[src/rtl/cbr_pkg.sv]
package cbr_pkg;
    parameter int unsigned PC_W   = 16;
    parameter int unsigned OFS_W  = 10;
    parameter int unsigned COND_W = 3;

    typedef struct packed {
        logic n;
        logic z;
        logic c;
        logic v;
    } flags_t;

    typedef enum logic [COND_W-1:0] {
        C_NE  = 3'd0,
        C_EQ  = 3'd1,
        C_NC  = 3'd2,
        C_CS  = 3'd3,
        C_NEG = 3'd4,
        C_GE  = 3'd5,
        C_LT  = 3'd6,
        C_ALW = 3'd7
    } cond_t;

    typedef struct packed {
        logic            valid;
        logic            taken;
        logic            is_br;
        logic [PC_W-1:0] target;
        logic [PC_W-1:0] next_pc;
    } res_t;
endpackage

[src/rtl/cbr_cond_eval.sv]
module cbr_cond_eval
    import cbr_pkg::*;
(
    input  logic [COND_W-1:0] cond,
    input  flags_t            flg,
    output logic              pass
);
    always_comb begin
        unique case (cond_t'(cond))
            C_NE:    pass = ~flg.z;
            C_EQ:    pass = flg.z;
            C_NC:    pass = ~flg.c;
            C_CS:    pass = flg.c;
            C_NEG:   pass = flg.n;
            C_GE:    pass = ~(flg.n ^ flg.v);
            C_LT:    pass = flg.n ^ flg.v;
            default: pass = 1'b1;
        endcase
    end


    always_comb begin
        if (cond == 3'd7) begin
            always_pass_chk: assert (pass);
        end
    end
endmodule

[src/rtl/cbr_target_calc.sv]
module cbr_target_calc
    import cbr_pkg::*;
#(
    parameter int unsigned W  = PC_W,
    parameter int unsigned OW = OFS_W
) (
    input  logic [W-1:0]  seq_pc,
    input  logic [OW-1:0] ofs,
    output logic [W-1:0]  target
);
    localparam int unsigned EXT = W - OW - 1;

    logic [W-1:0] ofs_bytes;
    logic [W-1:0] base;

    always_comb begin
        ofs_bytes = {{EXT{ofs[OW-1]}}, ofs, 1'b0};
        base      = {seq_pc[W-1:1], 1'b0};
        target    = base + ofs_bytes;
    end


    always_comb begin
        target_even_chk: assert (target[0] == 1'b0);
    end
endmodule

[src/rtl/cbr_resolve.sv]
module cbr_resolve
    import cbr_pkg::*;
(
    input  logic [PC_W-1:0] instr,
    input  logic [PC_W-1:0] seq_pc,
    input  flags_t          flg,
    output logic            is_br,
    output logic            taken,
    output logic [PC_W-1:0] target,
    output logic [PC_W-1:0] next_pc
);
    localparam logic [2:0] BR_OP = 3'b001;

    logic       pass;
    logic [PC_W-1:0] seq_even;

    cbr_cond_eval u_cond (
        .cond (instr[OFS_W+COND_W-1:OFS_W]),
        .flg  (flg),
        .pass (pass)
    );

    cbr_target_calc #(.W(PC_W), .OW(OFS_W)) u_tgt (
        .seq_pc (seq_pc),
        .ofs    (instr[OFS_W-1:0]),
        .target (target)
    );

    always_comb begin
        seq_even = {seq_pc[PC_W-1:1], 1'b0};
        is_br    = (instr[PC_W-1:PC_W-3] == BR_OP);
        taken    = is_br & pass;
        next_pc  = taken ? target : seq_even;
    end


    always_comb begin
        if (!is_br) begin
            nonbranch_not_taken_chk: assert (!taken);
        end
    end
endmodule

[src/rtl/cbr_unit.sv]
module cbr_unit
    import cbr_pkg::*;
(
    input  logic        clk,
    input  logic        rst_n,
    input  logic        in_valid,
    input  logic [15:0] instr,
    input  logic [15:0] seq_pc,
    input  logic        flag_n,
    input  logic        flag_z,
    input  logic        flag_c,
    input  logic        flag_v,
    output logic        res_valid,
    output logic        taken,
    output logic        is_branch,
    output logic        not_branch,
    output logic [15:0] target,
    output logic [15:0] next_pc
);
    flags_t          flg;
    logic            c_isbr;
    logic            c_taken;
    logic [PC_W-1:0] c_target;
    logic [PC_W-1:0] c_next;
    res_t            res_d;
    res_t            res_q;

    assign flg = '{n: flag_n, z: flag_z, c: flag_c, v: flag_v};

    cbr_resolve u_res (
        .instr   (instr),
        .seq_pc  (seq_pc),
        .flg     (flg),
        .is_br   (c_isbr),
        .taken   (c_taken),
        .target  (c_target),
        .next_pc (c_next)
    );

    always_comb begin
        res_d       = res_q;
        res_d.valid = in_valid;
        if (in_valid) begin
            res_d.taken   = c_taken;
            res_d.is_br   = c_isbr;
            res_d.target  = c_target;
            res_d.next_pc = c_next;
        end
    end

    always_ff @(posedge clk) begin
        if (!rst_n) res_q <= '0;
        else        res_q <= res_d;
    end

    assign res_valid  = res_q.valid;
    assign taken      = res_q.taken;
    assign is_branch  = res_q.is_br;
    assign not_branch = ~res_q.is_br;
    assign target     = res_q.target;
    assign next_pc    = res_q.next_pc;


    hold_when_idle_chk: assert property (@(posedge clk) disable iff (!rst_n)
        !in_valid |=> ($stable(next_pc) && $stable(taken) && !res_valid));


    valid_follows_strobe_chk: assert property (@(posedge clk) disable iff (!rst_n)
        in_valid |=> res_valid);


    next_sel_chk: assert property (@(posedge clk) disable iff (!rst_n)
        taken |-> (next_pc == target));


    nonbranch_flag_chk: assert property (@(posedge clk) disable iff (!rst_n)
        not_branch |-> !taken);


    next_even_chk: assert property (@(posedge clk) disable iff (!rst_n)
        next_pc[0] == 1'b0);
endmodule

[config.mk]
export PLATFORM = sky130hd
export DESIGN_NAME = cbr_unit
export DESIGN_NICKNAME = d
export VERILOG_FILES = /design/src/rtl/cbr_pkg.sv /design/src/rtl/cbr_cond_eval.sv /design/src/rtl/cbr_target_calc.sv /design/src/rtl/cbr_resolve.sv /design/src/rtl/cbr_unit.sv
export SDC_FILE = /design/constraint.sdc
export NUM_CORES = 1
export LEC_CHECK = 0
export ABC_AREA = 1
export BUFFER_PORTS_ARGS = -buffer_cell sky130_fd_sc_hd__buf_2
export CAP_MARGIN = 20
export CELL_PAD_IN_SITES_DETAIL_PLACEMENT = 1
export CELL_PAD_IN_SITES_GLOBAL_PLACEMENT = 2
export CORE_AREA = 2 2 97 99
export CTS_CLUSTER_SIZE = 20
export DETAILED_ROUTE_END_ITERATION = 10
export DIE_AREA = 0 0 99 101
export PLACE_DENSITY_LB_ADDON = 0.1
export SKIP_LAST_GASP = 1
export SLEW_MARGIN = 30
export SYNTH_ARGS = -nofsm -noshare
export SYNTH_HDL_FRONTEND = slang
export SYNTH_SLANG_ARGS = --single-unit
export TNS_END_PERCENT = 10
[constraint.sdc]
create_clock -name clk -period 4.3 [get_ports clk]
set_input_delay 0.215 -clock clk [delete_from_list [all_inputs] [get_ports clk]]
set_output_delay 0.215 -clock clk [all_outputs]
set_load 0.05 [all_outputs]
==> flow_summary.yaml, run 1 <==
critical_path:
  critPathArrivalTime_ns: 2.05
  end_kind: "register"
  worst-path-buf-inv: 1
  worstPathMaxFanout: 4
  worstPathRequired_ns: 4.48
  crit_chain: "buf_2, ha_1, fa_1, nand3_1, nand3_1, xnor2_1, o21ai_0, o21ai_0, nor2_1"
  max_stage_delay_ns: 0.49
  crit_path_top_delay_cell: "fa_1"
  cp_top_family: "adder cells"
  crit_type: "in -> reg"
  cp-start-kind: "input pin"
clock_tree:
  postCtsSetupBuffers: 0
  post_cts_resized: 0
  cts_root_buffer: "clkbuf_8"
  cts_max_level: 2
  cts.path.max_buffers: 2
  numCtsBuffers: 5
  clk_latency_ns: 0.28
  postCtsHoldBufs: 0
  cts_num_sinks: 33
  clk_pin_slew_ns: 0.07
  cts_tree: "yes"
grt:
  grt_max_degree: 34
  grt_overflow_total: 0
  antenna_found_initial: 0
  grt_pass1_vias: 2649
  grt_usage_pct: 16.3
  grt_pass1_wl_mm: 12.8
routing:
  drt_wl_total_mm: 7.84
  drtIter0Drc: 78
  vias_per_cell: 4.48
  drc: 0
  avgRoutedWirePerCell_um: 13.5
  dr_total_vias: 2594
  postRouteAntennaNets: 0
  first_pass_iters: 4
finish:
  area_delta_synth_final_pct: 21.6
  final_cell_area_um2: 2950
  layout.nets: 521
  num-fill-cells: 1227
  drive_gt1_share_pct: 19.4
  antenna_cells: 0
yosys:
  async_reset_ff_share_pct: 0
  yosys.cell_types.count: 31
  synthMostInstantiatedCell: "nand2_1"
  ys_ff_latch: 33
  synth_area_um2: 2430
  netlist_instances: 402
  synth_warnings: 0
  synth_edf_count: 0
  synth_top_area_share_pct: 27.2
  synth_area_leader_cell: "dfxtp_1"
  synth_area_leaders: "dfxtp_1 (27%), nand2_1 (21%), inv_1 (10%)"
  ys_top_cells_by_count: "nand2_1 (138), inv_1 (65), nand3_1 (47), nor2_1 (36), dfxtp_1 (33)"
  synth.avg_cell_area_um2: 6.04
  seq_area_frac_synth_pct: 27.2
  synth-main-ff-cell: "dfxtp_1"
floorplan:
  rows: 35
  initial_core_util_pct: 27.1
  dieArea_um2: 10000
  ios: 75
  die_h_um: 101
  core_um2: 8980
  die_width_um: 99
sta:
  final.period_utilization_pct: 43.5
  fin_skew_ns: 0
  fin_setup_tns_ns: 0
  slew_headroom_pct: 58.1
  tightest_slew_ns: 0.629
  slew_violations: 0
  finalHoldViolations: 0
  max_freq_mhz: 535
  grt_setup_unrepaired: "false"
  setup_violations: 0
  fin_crit_ns: 1.87
power:
  irDropWorstVdd_uv: 250
  power_density_nw_per_um2: 322
  power.leakage_nw: 1.75
placement:
  dp_hpwl_mm: 6.46
  gp_congestion: 0.710
  port_buffers: 71
  place_area_um2: 2850
hold_path:
  hold_class: "in -> reg"
run:
  max_cap_viol_count: 0
run_status:
  status: "complete, no violations"
kinds of logic (layout without fill, tap and decap cells):
logic type               after synthesis  after routing  share of synthesized area, %
AND/OR/NAND/NOR                      235            235                          42.1
other                                  1              2                         0.154
adder cells (fa/ha/maj)               15             15                          8.04
AO/OA/AOI/OAI                         32             32                          7.26
XOR/XNOR                               5              5                          1.80
flip-flops                            33             33                          27.2
buffers and inverters                 81            146                          13.4
layout by cell type (no fill, tap or decap), types with 3 or more instances in the layout:
cell type	netlist	routed
a21oi_1	14	14
a31oi_1	3	3
buf_2	6	71
clkbuf_8	0	7
dfxtp_1	33	33
ha_1	14	14
inv_1	65	64
inv_2	2	3
nand2_1	138	138
nand3_1	47	47
nand4_1	4	4
nor2_1	36	36
o21ai_0	11	11
xor2_1	4	4
stage by stage:
stage	cells	util, %	worst slack (ns)	hold WS, ns	power (mW)
after floorplan	403	-	2.67	0.350	0.603
after global placement	571	31.8	2.13	0.455	0.697
after detailed placement	571	31.8	2.13	0.466	0.702
after CTS	579	32.9	2.43	0.189	0.969
after global routing	579	32.9	2.35	0.219	1.02
final	579	32.9	2.43	0.195	0.950
worst register-to-register path: cells and delay by family (launching register included):
family | cells | cell delay, ns
DFF | 1 | 0.32
and+or+nand+nor | 2 | 0.11
AOI/OAI and AO/OA | 2 | 0.24
registers in the layout, summed over array words and instances, names as in the netlist:
name       cells
is_branch      1
next_pc       15
res_valid      1
taken          1
target        15
area by class of cell:
type,instances,area (um2),share of cell area (%)
Multi-Input combinational cell,289,1450,48.9
Tap cell,111,139,4.70
Clock inverter,1,5.00,0.169
Inverter,67,251,8.52
Timing Repair Buffer,71,355,12.0
Clock buffer,7,96.3,3.26
Sequential cell,33,661,22.4
layer usage:
metal,track usage [%],up-vias,part of all wire (%)
met5,0,-,0
met4,3.48,0,0.93
met3,2.84,5,3.7
met2,27.7,39,47
met1,21.6,1176,48
li1,-,1374,-
worst paths after layout:
kind / from / cells past startpoint / slack, ns / endpoint
worst min register to register: target[1] / 2 / 0.47 / target[1]
worst max-delay path: instr[0] / 9 / 2.43 / next_pc[5]
worst min-delay path: seq_pc[1] / 3 / 0.19 / next_pc[1]
worst max register to register: next_pc[5] / 4 / 3.52 / next_pc[5]
report_power, final:
part | switching, mW | leakage, nW | internal [mW]
Clock | 0.116 | 0.0542 | 0.145
Combinational | 0.248 | 1.42 | 0.0983
Sequential | 0.0131 | 0.273 | 0.330
Total | 0.377 | 1.75 | 0.573
(Power assumes the default switching activity.)
==> run 2: changes to the inputs <==
Settings changed: CORE_AREA 2 2 97 99 to 2 2 106 108, DIE_AREA 0 0 99 101 to 0 0 108 110.
Clock period 4.3 ns to 1.7 ns, I/O delays scaled along.
==> run 2 against run 1 <==
  * Final cell count is 8.3% higher
  * Global-route usage is 1.3 points lower
  * Via count is 4.1% higher
  * Worst hold slack worse by 0.15 ns
  * Critical path depth stayed put
  * Core utilization is 3.5 points lower
  * Wire length is 8.9% higher
  * Sequential cell count stayed put
  * Critical path type unchanged
  * Critical endpoint unchanged
  * Highest routed layer unchanged
==> flow_summary.yaml, run 2 (synthesized netlist as in run 1, its figures left out) <==
routing:
  avgRoutedWirePerCell_um: 13.6
  drc: 0
  first_pass_iters: 4
  postRouteAntennaNets: 0
  drtIter0Drc: 58
  drt_wl_total_mm: 8.53
  vias_per_cell: 4.31
  dr_total_vias: 2701
sta:
  grt_setup_unrepaired: "false"
  max_freq_mhz: 682
  finalHoldViolations: 0
  slew_violations: 0
  final.period_utilization_pct: 86.3
  setup_violations: 0
  fin_skew_ns: 0
  fin_crit_ns: 1.47
  timing.final.ws_setup_ns: 0.233
placement:
  placedCellCount: 619
  gp_congestion: 0.756
  pre_cts_slack_ns: -0.0625
  port_buffers: 71
  dp_hpwl_mm: 7.17
critical_path:
  max_stage_delay_ns: 0.42
  crit_type: "in -> reg"
  cp_top_family: "adder cells"
  end_kind: "register"
  worstPathMaxFanout: 3
  crit_path_top_delay_cell: "fa_1"
  crit_chain: "buf_2, ha_1, fa_1, nand3_1, nand3_1, xnor2_1, o21ai_0, o21ai_0, nor2_1"
  worstPathRequired_ns: 1.88
  critPathArrivalTime_ns: 1.65
  worst-path-buf-inv: 1
  cp-start-kind: "input pin"
power:
  power_density_nw_per_um2: 824
  irDropWorstVdd_uv: 273
  power.leakage_nw: 1.85
  total_power_mw: 2.59
grt:
  antenna_found_initial: 0
  grt_pass1_vias: 2676
  grt_pass1_wl_mm: 13.6
  grt_usage_pct: 15.0
  grt_max_degree: 33
  grt_overflow_total: 0
finish:
  drive_gt1_share_pct: 22.2
  num-fill-cells: 1448
  antenna_cells: 0
  fin_util_pct: 29.4
  layout_common_cells: "nand2_1 (138), buf_2 (71), inv_1 (65), nand3_1 (47), nor2_1 (36)"
  final_common_cell: "nand2_1"
  layout.nets: 540
  instances_no_fill: 627
  area_delta_synth_final_pct: 29.6
floorplan:
  core_um2: 10700
  ios: 75
  rows: 38
  initial_core_util_pct: 22.7
  die_h_um: 110
  die_width_um: 108
  dieArea_um2: 11900
clock_tree:
  cts_num_sinks: 33
  cts_max_level: 2
  postCtsSetupBuffers: 0
  postCtsHoldBufs: 0
  clk_latency_ns: 0.28
  numCtsBuffers: 5
  cts_tree: "yes"
  post_cts_resized: 0
  cts_root_buffer: "clkbuf_8"
  cts.path.max_buffers: 2
  clk_pin_slew_ns: 0.08
run:
  max_cap_viol_count: 0
hold_path:
  hold_class: "in -> reg"
run_status:
  status: "complete, no violations"
[run 2: area by class of cell]
type	count	area [um2]	share of cell area, %
flip-flops and latches	33	661	21.0
repair buffers	90	498	15.8
inverters	67	251	7.99
clock inverters	1	30.0	0.954
well taps	140	175	5.57
clock buffers	7	86.3	2.74
multi-input cells	289	1450	45.9
[run 2: worst paths after layout]
check / to / slack, ns / cells past startpoint / from
setup / recovery: next_pc[5] / 0.23 / 9 / instr[0]
hold / removal: next_pc[1] / 0.04 / 3 / seq_pc[1]
setup reg to reg: next_pc[5] / 0.93 / 4 / next_pc[5]
hold reg to reg: target[1] / 0.47 / 2 / target[1]
[run 2: per-layer routing]
metal | vias up | share of wire, % | GRT usage, %
met5 | - | 0 | 0
li1 | 1409 | - | -
met2 | 42 | 44 | 23.6
met3 | 7 | 3.5 | 2.59
met1 | 1243 | 52 | 21.4
met4 | 0 | 0.89 | 3.30
[run 2: worst reg2reg max path, stage by stage (launching register included)]
cell and delay (ns):
dfxtp_1 0.33, nand2_1 0.06, o21ai_0 0.07, o21ai_0 0.16
nor2_1 0.05
[run 2: power by group]
group	switching (mW)	internal, mW	total (mW)
clock network	0.311	0.478	0.790
registers	0.0304	0.835	0.865
logic	0.647	0.290	0.937
total	0.989	1.60	2.59
[run 2: per-stage QoR]
stage / hold WS (ns) / setup TNS, ns / instance area [um2]
after detailed placement: 0.346 / -0.0977 / 3030
after global routing: 0.0635 / 0 / 3150
after CTS: 0.0369 / 0 / 3150
after global placement: 0.329 / 0 / 3030
after floorplan: 0.220 / 0 / 2430
final: 0.0433 / 0 / 3150
==> run 3: changes to the inputs <==
Settings changed: CORE_AREA 2 2 106 108 to 2 2 109 111, DIE_AREA 0 0 108 110 to 0 0 111 113, SYNTH_HIERARCHICAL from default to 1.
==> run 3 against run 2 <==
  * Sequential share of layout area decreased by 1.4 points
  * Wire length increased by 0.47%
  * Non-clock buffer count increased by 22
  * Core utilization increased by 2.4 points
  * Maximum frequency decreased by 5.4%
  * Final area increased by 14%
  * Sequential cell count increased by 2
  * Critical path type unchanged
  * Largest power group unchanged
  * Highest routed layer unchanged
==> flow_summary.yaml, run 3 <==
clock_tree:
  cts_num_sinks: 35
  numCtsBuffers: 5
  clk_pin_slew_ns: 0.06
  cts_max_level: 2
  cts_tree: "yes"
  clk_latency_ns: 0.28
  cts_root_buffer: "clkbuf_16"
  postCtsSetupBuffers: 0
  cts.path.max_buffers: 2
grt:
  grt_usage_pct: 14.0
  grt_overflow_total: 0
  grt_pass1_vias: 3046
  antenna_found_initial: 0
  grt_max_degree: 70
  grt_pass1_wl_mm: 14.3
hold_path:
  min_from: "seq_pc[3]"
  hold_class: "in -> reg"
sta:
  max_freq_mhz: 645
  fin_setup_tns_ns: 0
  tightest_slew_ns: 0.670
  fin_crit_ns: 1.55
  fin_skew_ns: 0
  slew_violations: 0
  setup_violations: 0
  final.period_utilization_pct: 91.2
  slew_headroom_pct: 55.3
  finalHoldViolations: 0
  grt_setup_unrepaired: "true"
yosys:
  yosys.area_share.simple_pct: 45.8
  ys_ff_latch: 35
  synth_top_family_by_area: "simple AND/OR/NAND/NOR gates"
  yosys.cell_types.count: 25
  synth-xor-area-share_pct: 2.60
  synth_warnings: 6
  synth.avg_cell_area_um2: 5.85
  muxShareOfSynthArea_pct: 0
  synth_top_area_share_pct: 26.0
  netlist_instances: 460
  synth_area_um2: 2690
  synth_area_leaders: "dfxtp_1 (26%), nand2_1 (24%), nor2_1 (11%)"
  ys_top_cells_by_count: "nand2_1 (170), nor2_1 (82), inv_1 (74), dfxtp_1 (35), nand4_1 (17)"
  synth_nets: 514
  seq_area_frac_synth_pct: 26.0
  synth-main-ff-cell: "dfxtp_1"
  yosys.area_share.adder_pct: 7.26
  async_reset_ff_share_pct: 0
  synth_area_leader_cell: "dfxtp_1"
  synth_edf_count: 0
  synthMostInstantiatedCell: "nand2_1"
  synth_compound_area_share_pct: 2.60
floorplan:
  die_h_um: 113
  die_width_um: 111
  ios: 75
  rows: 39
  core_um2: 11300
  dieArea_um2: 12500
  initial_core_util_pct: 23.9
routing:
  drtIter0Drc: 59
  drc: 0
  dr_total_vias: 2940
  drt_wl_total_mm: 8.57
  vias_per_cell: 4.17
  postRouteAntennaNets: 0
  first_pass_iters: 4
  avgRoutedWirePerCell_um: 12.2
run_status:
  status: "complete, no violations"
critical_path:
  r2r-start: "next_pc[7]"
  critPathArrivalTime_ns: 1.77
  reg2reg_depth: 2
  worstPathRequired_ns: 1.92
  critPathLaunch: "seq_pc[1]"
  end_kind: "register"
  rr_endpoint: "next_pc[7]"
  cp-start-kind: "input pin"
  worstPathMaxFanout: 3
  setup.worst_path.end: "next_pc[9]"
  crit_type: "in -> reg"
  rrSetupSlack_ns: 1.14
finish:
  drive_gt1_share_pct: 25.4
  antenna_cells: 0
  area_delta_synth_final_pct: 33.1
  layout_common_cells: "nand2_1 (167), nor2_1 (81), inv_1 (74), buf_2 (73), buf_4 (38)"
  final_common_cell: "nand2_1"
  fin_util_pct: 31.8
  layout.nets: 615
  num-fill-cells: 1543
power:
  power.leakage_nw: 2.15
  swShare_pct: 38.7
  p_int_mw: 1.84
  irDropWorstVdd_uv: 336
  power.share.combinational_pct: 38.4
  switching_power_mw: 1.16
  seq_power_share_pct: 30.7
  power_density_nw_per_um2: 837
  p_clk_share_pct: 30.9
placement:
  dp_hpwl_mm: 6.87
  port_buffers: 73
  gp_congestion: 0.780
run:
  max_cap_viol_count: 0
-- run 3: metrics by stage --
step	hold slack [ns]	instance area [um2]	worst slack [ns]	power [mW]	cells
floorplan	0.355	2690	0.103	1.69	460
global placement	0.453	3410	-0.250	2.09	697
detailed placement	0.462	3410	-0.260	2.10	697
CTS	0.212	3560	0.0335	3.05	705
global route	0.262	3580	-0.00195	3.22	705
finish	0.215	3580	0.150	3.00	705
-- run 3: how the worst min path moves through the flow --
stage	endpoint	slack, ns	cells past startpoint
3_3_place_gp	target[10]	0.45	2
6_report	next_pc[3]	0.22	7
3_5_place_dp	target[1]	0.46	2
2_1_floorplan	is_branch	0.36	3
4_1_cts	next_pc[1]	0.21	7
5_1_grt	next_pc[3]	0.26	7
-- run 3: layout make-up --
type                    instances  area, um2  share of cell area (%)
clock inverters                 3       20.0                   0.559
clock buffers                   5        125                    3.49
multi-input cells             329       1590                    44.5
well taps                     143        179                    5.00
inverters                      78        293                    8.18
flip-flops and latches         35        701                    19.6
repair buffers                112        671                    18.7
-- run 3: cells by family (layout without fill, tap and decap cells) --
family / Yosys count / after routing
AND/OR/NAND/NOR: 294 / 294
AO/OA/AOI/OAI: 11 / 11
XOR/XNOR: 8 / 8
flip-flops: 35 / 35
buffers and inverters: 96 / 198
other: 1 / 1
adder cells (fa/ha/maj): 15 / 15
-- run 3: timing repair --
action / CTS / global route
hold buffers: 0 / 0
hold endpoints to repair: 0 / 0
gates resized for setup: 0 / 8
setup endpoints to repair: 0 / 9
-- run 3: power by group through the flow --
stage	combinational (mW)	sequential, mW	clock, mW
4_1_cts	1.16	0.922	0.963
5_1_grt	1.29	0.930	0.998
3_5_place_dp	1.16	0.940	0
3_3_place_gp	1.15	0.937	0
6_report	1.15	0.920	0.925
2_1_floorplan	0.516	1.17	0
-- run 3: worst max-delay path: stages --
cell,delay [ns]
buf_2,0.11
ha_2,0.19
fa_2,0.38
nand2_2,0.08
a21oi_2,0.07
a21oi_1,0.18
xnor2_1,0.20
nand4_1,0.13
nand2_1,0.11
inv_1,0.04
nand2_1,0.05
nand2_1,0.05
nor2_1,0.09
-- run 3: routing by layer --
metal | up-vias | routed length [um] | global-route usage (%)
met5 | - | 0 | 0
li1 | 1573 | - | -
met1 | 1307 | 4140 | 17.5
met3 | 9 | 257 | 2.25
met2 | 51 | 4060 | 25.1
met4 | 0 | 119 | 3.42
